File: config.mk
export PLATFORM = sky130hd
export DESIGN_NAME = vbl_unit
export DESIGN_NICKNAME = d
export VERILOG_FILES = /design/src/rtl/vbl_pkg.sv /design/src/rtl/vbl_logic_core.sv /design/src/rtl/vbl_test_lanes.sv /design/src/rtl/vbl_out_stage.sv /design/src/rtl/vbl_unit.sv
export SDC_FILE = /design/constraint.sdc
export NUM_CORES = 1
export LEC_CHECK = 0
export ABC_AREA = 1
export BUFFER_PORTS_ARGS = -buffer_cell sky130_fd_sc_hd__buf_2
export CORE_MARGIN = 2
export CORE_UTILIZATION = 25
export DETAILED_ROUTE_END_ITERATION = 16
export SLEW_MARGIN = 0
export SYNTH_ARGS = -nofsm -noshare
export SYNTH_HDL_FRONTEND = slang
export SYNTH_SLANG_ARGS = --single-unit
File: constraint.sdc
create_clock -name clk -period 4.1 [get_ports clk]
set_input_delay 0.82 -clock clk [delete_from_list [all_inputs] [get_ports clk]]
set_output_delay 0.82 -clock clk [all_outputs]
set_load 0.01 [all_outputs]
File: src/rtl/vbl_pkg.sv
package vbl_pkg;
  typedef enum logic [3:0] {
    OP_AND    = 4'd0,
    OP_OR     = 4'd1,
    OP_XOR    = 4'd2,
    OP_ANDN   = 4'd3,
    OP_ORN    = 4'd4,
    OP_INS_T  = 4'd5,
    OP_INS_F  = 4'd6,
    OP_BSEL   = 4'd7,
    OP_TST    = 4'd8
  } vbl_op_e;

  localparam int unsigned SIZE_CODES = 4;
endpackage

File: src/rtl/vbl_logic_core.sv
module vbl_logic_core
  import vbl_pkg::*;
#(
  parameter int unsigned VEC_W = 128
) (
  input  logic [3:0]       op,
  input  logic [VEC_W-1:0] opn,
  input  logic [VEC_W-1:0] opm,
  input  logic [VEC_W-1:0] opd,
  output logic [VEC_W-1:0] res,
  output logic             hit
);
  logic [VEC_W-1:0] base, ins, mask, merged;
  logic             is_sel;

  // Shared merge datapath for the three insert/select variants.
  always_comb begin
    base   = opd;
    ins    = opn;
    mask   = opm;
    is_sel = 1'b1;
    unique case (op)
      OP_INS_T: mask = opm;
      OP_INS_F: mask = ~opm;
      OP_BSEL: begin
        base = opm;
        mask = opd;
      end
      default: is_sel = 1'b0;
    endcase
    merged = base ^ ((base ^ ins) & mask);
  end

  always_comb begin
    hit = 1'b1;
    res = '0;
    unique case (op)
      OP_AND:  res = opn & opm;
      OP_OR:   res = opn | opm;
      OP_XOR:  res = opn ^ opm;
      OP_ANDN: res = opn & ~opm;
      OP_ORN:  res = opn | ~opm;
      OP_INS_T, OP_INS_F, OP_BSEL: res = merged;
      default: hit = 1'b0;
    endcase
  end

  // masked-off bits keep the base, masked-on bits take the insert value
  always_comb begin
    if (is_sel) begin
      a_r7_sel_keep: assert ((merged & ~mask) == (base & ~mask));
      a_r7_sel_take: assert ((merged & mask) == (ins & mask));
    end
  end
endmodule

File: src/rtl/vbl_test_lanes.sv
module vbl_test_lanes
  import vbl_pkg::*;
#(
  parameter int unsigned VEC_W = 128
) (
  input  logic [1:0]       size,
  input  logic [VEC_W-1:0] opn,
  input  logic [VEC_W-1:0] opm,
  output logic [VEC_W-1:0] res
);
  logic [VEC_W-1:0] anded;
  logic [VEC_W-1:0] per_size [SIZE_CODES];

  assign anded = opn & opm;

  for (genvar s = 0; s < SIZE_CODES; s++) begin : g_sz
    localparam int unsigned LW = 8 << s;
    localparam int unsigned NL = VEC_W / LW;
    for (genvar l = 0; l < NL; l++) begin : g_ln
      assign per_size[s][l*LW +: LW] = {LW{|anded[l*LW +: LW]}};
    end
  end

  assign res = per_size[size];

  // a result lane of the widest size is either all ones or all zeros
  always_comb begin
    a_r8_lane_uniform: assert (per_size[3][63:0] == '0 || per_size[3][63:0] == '1);
  end
endmodule

File: src/rtl/vbl_out_stage.sv
module vbl_out_stage #(
  parameter int unsigned VEC_W = 128
) (
  input  logic             clk,
  input  logic             rst_n,
  input  logic             in_valid,
  output logic             in_ready,
  input  logic [VEC_W-1:0] in_data,
  output logic             out_valid,
  input  logic             out_ready,
  output logic [VEC_W-1:0] out_data
);
  assign in_ready = !out_valid || out_ready;

  always_ff @(posedge clk) begin
    if (!rst_n) begin
      out_valid <= 1'b0;
      out_data  <= '0;
    end else if (in_ready) begin
      out_valid <= in_valid;
      if (in_valid) out_data <= in_data;
    end
  end

  a_r2_hold_data: assert property (@(posedge clk) disable iff (!rst_n)
    out_valid && !out_ready |=> out_valid && $stable(out_data));

  a_r2_fall_only_on_take: assert property (@(posedge clk) disable iff (!rst_n)
    $fell(out_valid) |-> $past(out_ready));

  a_r2_accept_shows: assert property (@(posedge clk) disable iff (!rst_n)
    in_valid && in_ready |=> out_valid);
endmodule

File: src/rtl/vbl_unit.sv
module vbl_unit
  import vbl_pkg::*;
#(
  parameter int unsigned VEC_W = 128
) (
  input  logic             clk,
  input  logic             rst_n,
  input  logic             in_valid,
  output logic             in_ready,
  input  logic [3:0]       in_op,
  input  logic             in_wide,
  input  logic [1:0]       in_size,
  input  logic [VEC_W-1:0] in_n,
  input  logic [VEC_W-1:0] in_m,
  input  logic [VEC_W-1:0] in_d,
  output logic             out_valid,
  input  logic             out_ready,
  output logic [VEC_W-1:0] out_data
);
  localparam int unsigned HALF = VEC_W / 2;

  logic [VEC_W-1:0] core_res, tst_res, raw, masked;
  logic             core_hit, reserved;

  vbl_logic_core #(.VEC_W(VEC_W)) core_i (
    .op(in_op), .opn(in_n), .opm(in_m), .opd(in_d),
    .res(core_res), .hit(core_hit)
  );

  vbl_test_lanes #(.VEC_W(VEC_W)) tst_i (
    .size(in_size), .opn(in_n), .opm(in_m), .res(tst_res)
  );

  assign reserved = (in_size == 2'd3) && !in_wide;

  always_comb begin
    raw = '0;
    if (in_op == OP_TST) raw = reserved ? '0 : tst_res;
    else if (core_hit)   raw = core_res;
  end

  assign masked = in_wide ? raw : {{HALF{1'b0}}, raw[HALF-1:0]};

  vbl_out_stage #(.VEC_W(VEC_W)) out_i (
    .clk(clk), .rst_n(rst_n),
    .in_valid(in_valid), .in_ready(in_ready), .in_data(masked),
    .out_valid(out_valid), .out_ready(out_ready), .out_data(out_data)
  );

  a_r9_upper_zero: assert property (@(posedge clk) disable iff (!rst_n)
    in_valid && in_ready && !in_wide |=> out_data[VEC_W-1:HALF] == '0);

  a_r10_reserved_zero: assert property (@(posedge clk) disable iff (!rst_n)
    in_valid && in_ready && in_op == 4'd8 && in_size == 2'd3 && !in_wide
    |=> out_data == '0);

  a_r11_unused_zero: assert property (@(posedge clk) disable iff (!rst_n)
    in_valid && in_ready && in_op > 4'd8 |=> out_data == '0);

  a_r3_and: assert property (@(posedge clk) disable iff (!rst_n)
    in_valid && in_ready && in_op == 4'd0 && in_wide
    |=> out_data == ($past(in_n) & $past(in_m)));

  a_r1_idle: assert property (@(posedge clk)
    $past(!rst_n) |-> !out_valid);
endmodule

==> results by group, run 1 <==
Yosys
  • Area share of the largest cell type after synthesis: 0.1773
  • Synthesized Nets: between 4k and 5k
  • Yosys cell types: 36
  • Syn Inst Count: between 3k and 4k
  • Top post-synthesis cells by area: nand2_1 18%, ha_1 16%, dfxtp_1 13%
  • Post-Syn Area: 20200 um2
  • Seq/Total Area, Yosys: 0.1278
  • Ys Warns: 0
  • Ys async rst share: 0
  • Post-synth top flop: dfxtp_1
  • Seq cells post-synth: between 100 and 150
  • Post-synth EDFFs: 0
  • Commonest cells post-synth: 954 x nand2_1, 419 x inv_1, 344 x nor2_1
  • Mapped Avg Cell Area: about 5.7 um2
  • Leading area contributor after synthesis: nand2_1
  • Top-count cell post-synth: nand2_1

Timing
  • Max-slew headroom: 0.3207
  • Final Cycle Share: 0.8459
  • Worst setup margin: 0.6319 ns
  • RSZ-0062 raised after global routing: no
  • Final Max Tran Viols: 0
  • Setup TNS: 0 ns
  • Worst hold slack: between 0.4 and 0.5 ns
  • Setup-failing EPs final: 0
  • Tmin final: around 3.5 ns
  • Worst Skew: 0.01537 ns
  • Tightest Pin Transition: a little over 1 ns
  • Fmax: between 200 and 300 MHz
  • Final Hold Vio Count: 0

Setup path
  • Worst setup EP type: flop
  • CP Launch Type: input pin
  • CP required: 4.49 ns
  • Data arrival, critical path: approximately 3.9 ns
  • CP delay by family, top: simple AND/OR/NAND/NOR gates
  • Crit-path slowest cell: o21ai_0
  • Crit path top cell by count: nand3_1
  • Crit path cell chain: buf_2, ha_1, inv_1, nand4_1, nor2_1, nand2_1, o21ai_0, nand3_1, nand3_1, nand3_1, nand2_1, inv_1
  • Buffers & Inverters on Critical Path: 3
  • CP startpoint: in_n[42]
  • Max FO, Critical Path: 8
  • Delay of the slowest cell on the worst path: around 0.62 ns
  • Worst reg2reg startpoint: out_i.out_valid
  • Setup Crit Path Kind: input pin to flop

Placed design
  • Port Buffers: between 500 and 600
  • HPWL after DPL: roughly 70 mm
  • Area of placed instances: approximately 24000 um2
  • Gpl congestion: 0.9074
  • # placed instances: slightly below 5k
  • DP Worst Slack: approximately 0.14 ns

Floorplan
  • Die Width: roughly 290 um
  • Core area: about 80000 um2
  • Die Area: slightly above 80000 um2
  • Chip height: approximately 290 um
  • Row cnt: 104
  • Initial core utilization: 0.2516
  • I/O pin cnt: around 530

Power
  • Tot Pwr: around 5.1 mW
  • Int Pwr: a little over 3 mW
  • Sw frac: 0.3996
  • PwrDens: slightly above 200 nW/um2
  • Max VDD drop: between 0.0003 and 0.0004 V
  • Reg power frac: 0.272
  • Combinational fraction of design power: 0.381
  • P_sw: roughly 2 mW
  • Clock power frac: 0.347
  • Leak: around 13 nW

Global routing
  • Largest net degree at the start of global routing: 94
  • Global Route Usage Sum: 0.2220
  • First-pass GRT wire length: 141.3 mm
  • Vias in the first global route: approximately 23k
  • Initial antenna violation count: 44
  • GRT overflow: 0

Min path
  • Worst min path class: flop to flop
  • Worst Min Path Start: out_i.out_data[85]

Outcome
  • Status: finished, final reports clean

Routing
  • DRT antenna net count: 0
  • DR vias/cell: 5.032
  • Vias: around 25k
  • Iter 0 DRT Violations: approximately 1.7k
  • DR pass1 iterations: 5
  • Post-Route WL: around 95 mm
  • Drc violations: 0
  • Wire length per cell: 18.94 um

Clock network
  • Post-CTS Setup Bufs: 0
  • Deepest clock path buffer count: 2
  • CTS sink cnt: ~130
  • Root buffer cell: clkbuf_16
  • CTS resizes: 0
  • CTS H-tree depth: 4
  • CTS tree: done
  • Post-CTS Hold Fix Bufs: 0
  • Num CTS Buffers: 17
  • Register clock-pin slew on the reported worst setup and hold paths: about 0.070 ns
  • Latest clock arrival within the worst-skew pair: approximately 0.5 ns

Cells and area
  • Final core utilization: 0.3038
  • Nets@finish: around 4.6k
  • Cell area after layout: about 24000 um2
  • Share of cells above drive strength 1: 0.1592
  • Area grow syn2layout: 20.72%
  • Non-filler cells, final: around 5k

Run
  • Max-capacitance violation count: 0
[worst register-to-register path, stage by stage (launching register included)]
cell and delay, ns:
dfxtp_1 0.31, nand2_1 0.10, nand2_2 0.12, inv_4 0.45
buf_12 0.35, nand2_1 0.19, o21ai_1 0.15, inv_1 0.04
[path summary, 6_finish.rpt]
path	end	slack (ns)	depth (start not counted)
setup / recovery	out_i.out_data[24]	0.63	12
hold / removal	out_i.out_data[85]	0.46	2
setup reg to reg	out_i.out_data[52]	2.28	7
hold reg to reg	out_i.out_data[85]	0.46	2
[power by group through the flow]
stage | Sequential, mW | Combinational (mW) | Clock (mW)
4_1_cts | 1.38 | 1.93 | 1.83
3_5_place_dp | 1.40 | 1.93 | 0
3_3_place_gp | 1.40 | 1.90 | 0
2_1_floorplan | 1.43 | 1.08 | 0
6_report | 1.38 | 1.93 | 1.76
5_1_grt | 1.38 | 2.18 | 1.85
[layer usage]
layer | track usage | vias to the layer above | wire length (um)
met5 | 0 | - | 264
met4 | 0.09508 | 42 | 3698
met3 | 0.06058 | 209 | 8201
met2 | 0.3701 | 958 | 43880
met1 | 0.2672 | 11515 | 39030
li1 | - | 12537 | -
[cell usage in the layout (no fill, tap or decap), types with 28 or more instances in the layout]
cell type and count:
buf_4 28, nor2_1 342, dfxtp_1 129, inv_1 417
a21oi_1 261, nand3_1 342, buf_2 524, nand4_1 70
nand2_1 952, o211ai_1 159, ha_1 256, o21ai_1 130
o21ai_0 182
[final cells by class]
type | instances | area [um2]
Timing Repair Buffer | 572 | 3233
Clock buffer | 18 | 429.2
Inverter | 427 | 1615
Tap cell | 1060 | 1326
Antenna cell | 22 | 55.05
Clock inverter | 12 | 183.9
Sequential cell | 129 | 2582
Multi-Input combinational cell | 2780 | 14960
Fill cell | 9005 | 55900
[cells by family after synthesis]
group / count (synthesis) / synth area share
AO/OA/AOI/OAI: 782 / 0.2203
adder cells (fa/ha/maj): 256 / 0.1586
flip-flops: 129 / 0.1278
AND/OR/NAND/NOR: 1742 / 0.3587
buffers and inverters: 627 / 0.1346
[sequential cells by signal, indices dropped and copies added, names as in the netlist]
register and cells:
out_i.out_data 128, out_i.out_valid 1
Power figures use the tool's default switching activity.
==> inputs of run 2 (changes only) <==
clock period = 3.2 ns   (was 4.1 ns; I/O delays follow)
==> run 2 against run 1 <==
  * Clock power is 13% higher
  * First-iteration DRC count is 9.8% higher
  * Register-to-register slack worse by 0.82 ns
  * Critical path depth stayed put
  * Combinational power is 31% higher
  * Sequential share of layout area is 0.093 points lower
  * Die area stayed put
  * Routed wire length is 0.89% higher
  * Critical endpoint is now out_i.out_data[46]
==> results by group, run 2 (synthesis gave the netlist of run 1 again) <==
Outcome
  • Status: finished, final reports clean

Timing
  • Max-slew headroom: 0.5093
  • Setup-failing EPs final: 0
  • Final Max Tran Viols: 0
  • Worst Skew: between 0.02 and 0.03 ns
  • Setup TNS: 0 ns
  • Final Cycle Share: 0.7890
  • Tmin final: about 2.5 ns
  • Final Hold Vio Count: 0
  • RSZ-0062 raised after global routing: no
  • Worst hold slack: 0.4582 ns
  • Fmax: 396.1 MHz
  • Tightest Pin Transition: ~0.73 ns

Cells and area
  • Non-filler cells, final: between 5k and 6k
  • Share of cells above drive strength 1: 0.1644
  • Nets@finish: approximately 4.6k
  • Largest register FFs: 128
  • Final core utilization: 0.3064
  • Top Registers: out_i.out_data (128), out_i.out_valid (1)
  • Most frequent cells in the layout: 952 x nand2_1, 524 x buf_2, 417 x inv_1, 342 x nor2_1, 342 x nand3_1
  • Most common cell after layout, fill and taps aside: nand2_1
  • Area grow syn2layout: 21.79%
  • Reg with most FFs: out_i.out_data

Setup path
  • Crit-path slowest cell: nand3_1
  • Buffers & Inverters on Critical Path: 2
  • Cell count of the worst reg-to-reg path: 7
  • CP Launch Type: input pin
  • CP delay by family, top: simple AND/OR/NAND/NOR gates
  • Flop2flop setup slack: roughly 1.5 ns
  • Max FO, Critical Path: 8
  • Worst setup EP type: flop
  • Crit path cell chain: buf_2, ha_1, nor2_1, nand2_1, nor2_1, nand2_1, nor2_1, o21ai_0, nand3_1, nand3_1, nand2_1, inv_1
  • Worst reg2reg startpoint: out_i.out_valid
  • CP required: 3.58 ns
  • Delay of the slowest cell on the worst path: 0.43 ns
  • Data arrival, critical path: around 2.9 ns
  • Setup Crit Path Kind: input pin to flop
  • Worst R2R End: out_i.out_data[24]

Routing
  • Post-Route WL: between 90 and 100 mm
  • DRT antenna net count: 0
  • DR vias/cell: around 5
  • Vias: 25.20k
  • Drc violations: 0
  • DR pass1 iterations: 6
  • Iter 0 DRT Violations: between 1.5k and 2k
  • Wire length per cell: between 15 and 20 um

Power
  • Sw frac: 0.4201
  • P_sw: 2.636 mW
  • Max VDD drop: approximately 0.00034 V
  • Int Pwr: 3.639 mW
  • Clock power frac: 0.318
  • Combinational fraction of design power: 0.402
  • Reg power frac: 0.281
  • Leak: ~13 nW
  • PwrDens: between 200 and 300 nW/um2

Placed design
  • # placed instances: 4989
  • Port Buffers: ~520
  • HPWL after DPL: 70.14 mm
  • Gpl congestion: approximately 0.89

Floorplan
  • Die Width: approximately 290 um
  • Die Area: just over 80000 um2
  • Row cnt: 104
  • Core area: 80290 um2
  • Chip height: between 200 and 300 um
  • Initial core utilization: 0.2516
  • I/O pin cnt: approximately 530

Clock network
  • CTS resizes: 0
  • Latest clock arrival within the worst-skew pair: ~0.49 ns
  • Register clock-pin slew on the reported worst setup and hold paths: around 0.07 ns
  • Post-CTS Hold Fix Bufs: 0
  • CTS sink cnt: approximately 130
  • Post-CTS Setup Bufs: 0
  • Root buffer cell: clkbuf_16
  • Deepest clock path buffer count: 2
  • CTS tree: done
  • CTS H-tree depth: 4
  • Num CTS Buffers: 17

Global routing
  • GRT overflow: 0
  • Largest net degree at the start of global routing: a little under 70
  • Global Route Usage Sum: 0.2213
  • Initial antenna violation count: 37
  • First-pass GRT wire length: 140.3 mm
  • Vias in the first global route: 23.13k

Min path
  • WHS Path Cells: 4
  • Worst min path class: input pin to flop
  • Worst Min Path Start: out_ready
  • Hold Path End: out_i.out_valid

Run
  • Max-capacitance violation count: 0
-- run 2: cell type report --
class                   instances  area (um2)
clock inverters                14       108.9
inverters                     427        1615
multi-input cells            2780       14960
diodes                         21       52.55
well taps                    1060        1326
clock buffers                  18       439.2
fillers                      9028       55680
flip-flops and latches        129        2582
repair buffers                593        3516
-- run 2: through the flow --
step	cell area, um2	power [mW]	setup slack (ns)
final	24600	6.275	0.6752
after global routing	24580	6.722	0.4616
after CTS	24550	6.358	0.6546
after detailed placement	24000	4.310	0.09517
after global placement	24000	4.278	0.09060
after floorplan	20200	3.223	1.169
-- run 2: layer usage --
layer / vias up / part of all wire / global-route usage
li1: 12568 / - / -
met1: 11439 / 0.40 / 0.2608
met2: 974 / 0.47 / 0.3781
met3: 180 / 0.094 / 0.06374
met4: 34 / 0.032 / 0.08446
met5: - / 0.0021 / 0
-- run 2: worst max-delay path by stage --
stage               cells past startpoint                  end  startpoint  slack, ns
floorplan                              11   out_i.out_data[49]    in_n[53]       1.17
global placement                       12   out_i.out_data[46]     in_m[7]       0.09
detailed placement                     13   out_i.out_data[98]    in_n[84]        0.1
CTS                                    13  out_i.out_data[126]    in_n[84]       0.65
global route                           12   out_i.out_data[47]     in_m[7]       0.46
finish                                 12   out_i.out_data[46]     in_m[7]       0.68
-- run 2: worst reg2reg max path, stage by stage, from the launching register on --
cell and delay (ns):
dfxtp_1 0.31, nand2_1 0.10, nand2_2 0.13, inv_4 0.41, buf_12 0.33, nand3_1 0.24, nand2_1 0.11, inv_1 0.04
-- run 2: power groups by stage --
stage / Combinational (mW) / Clock [mW] / Sequential [mW]
4_1_cts: 2.53 / 2.07 / 1.76
2_1_floorplan: 1.39 / 0 / 1.83
5_1_grt: 2.83 / 2.12 / 1.77
3_3_place_gp: 2.48 / 0 / 1.79
3_5_place_dp: 2.51 / 0 / 1.80
6_report: 2.52 / 1.99 / 1.76
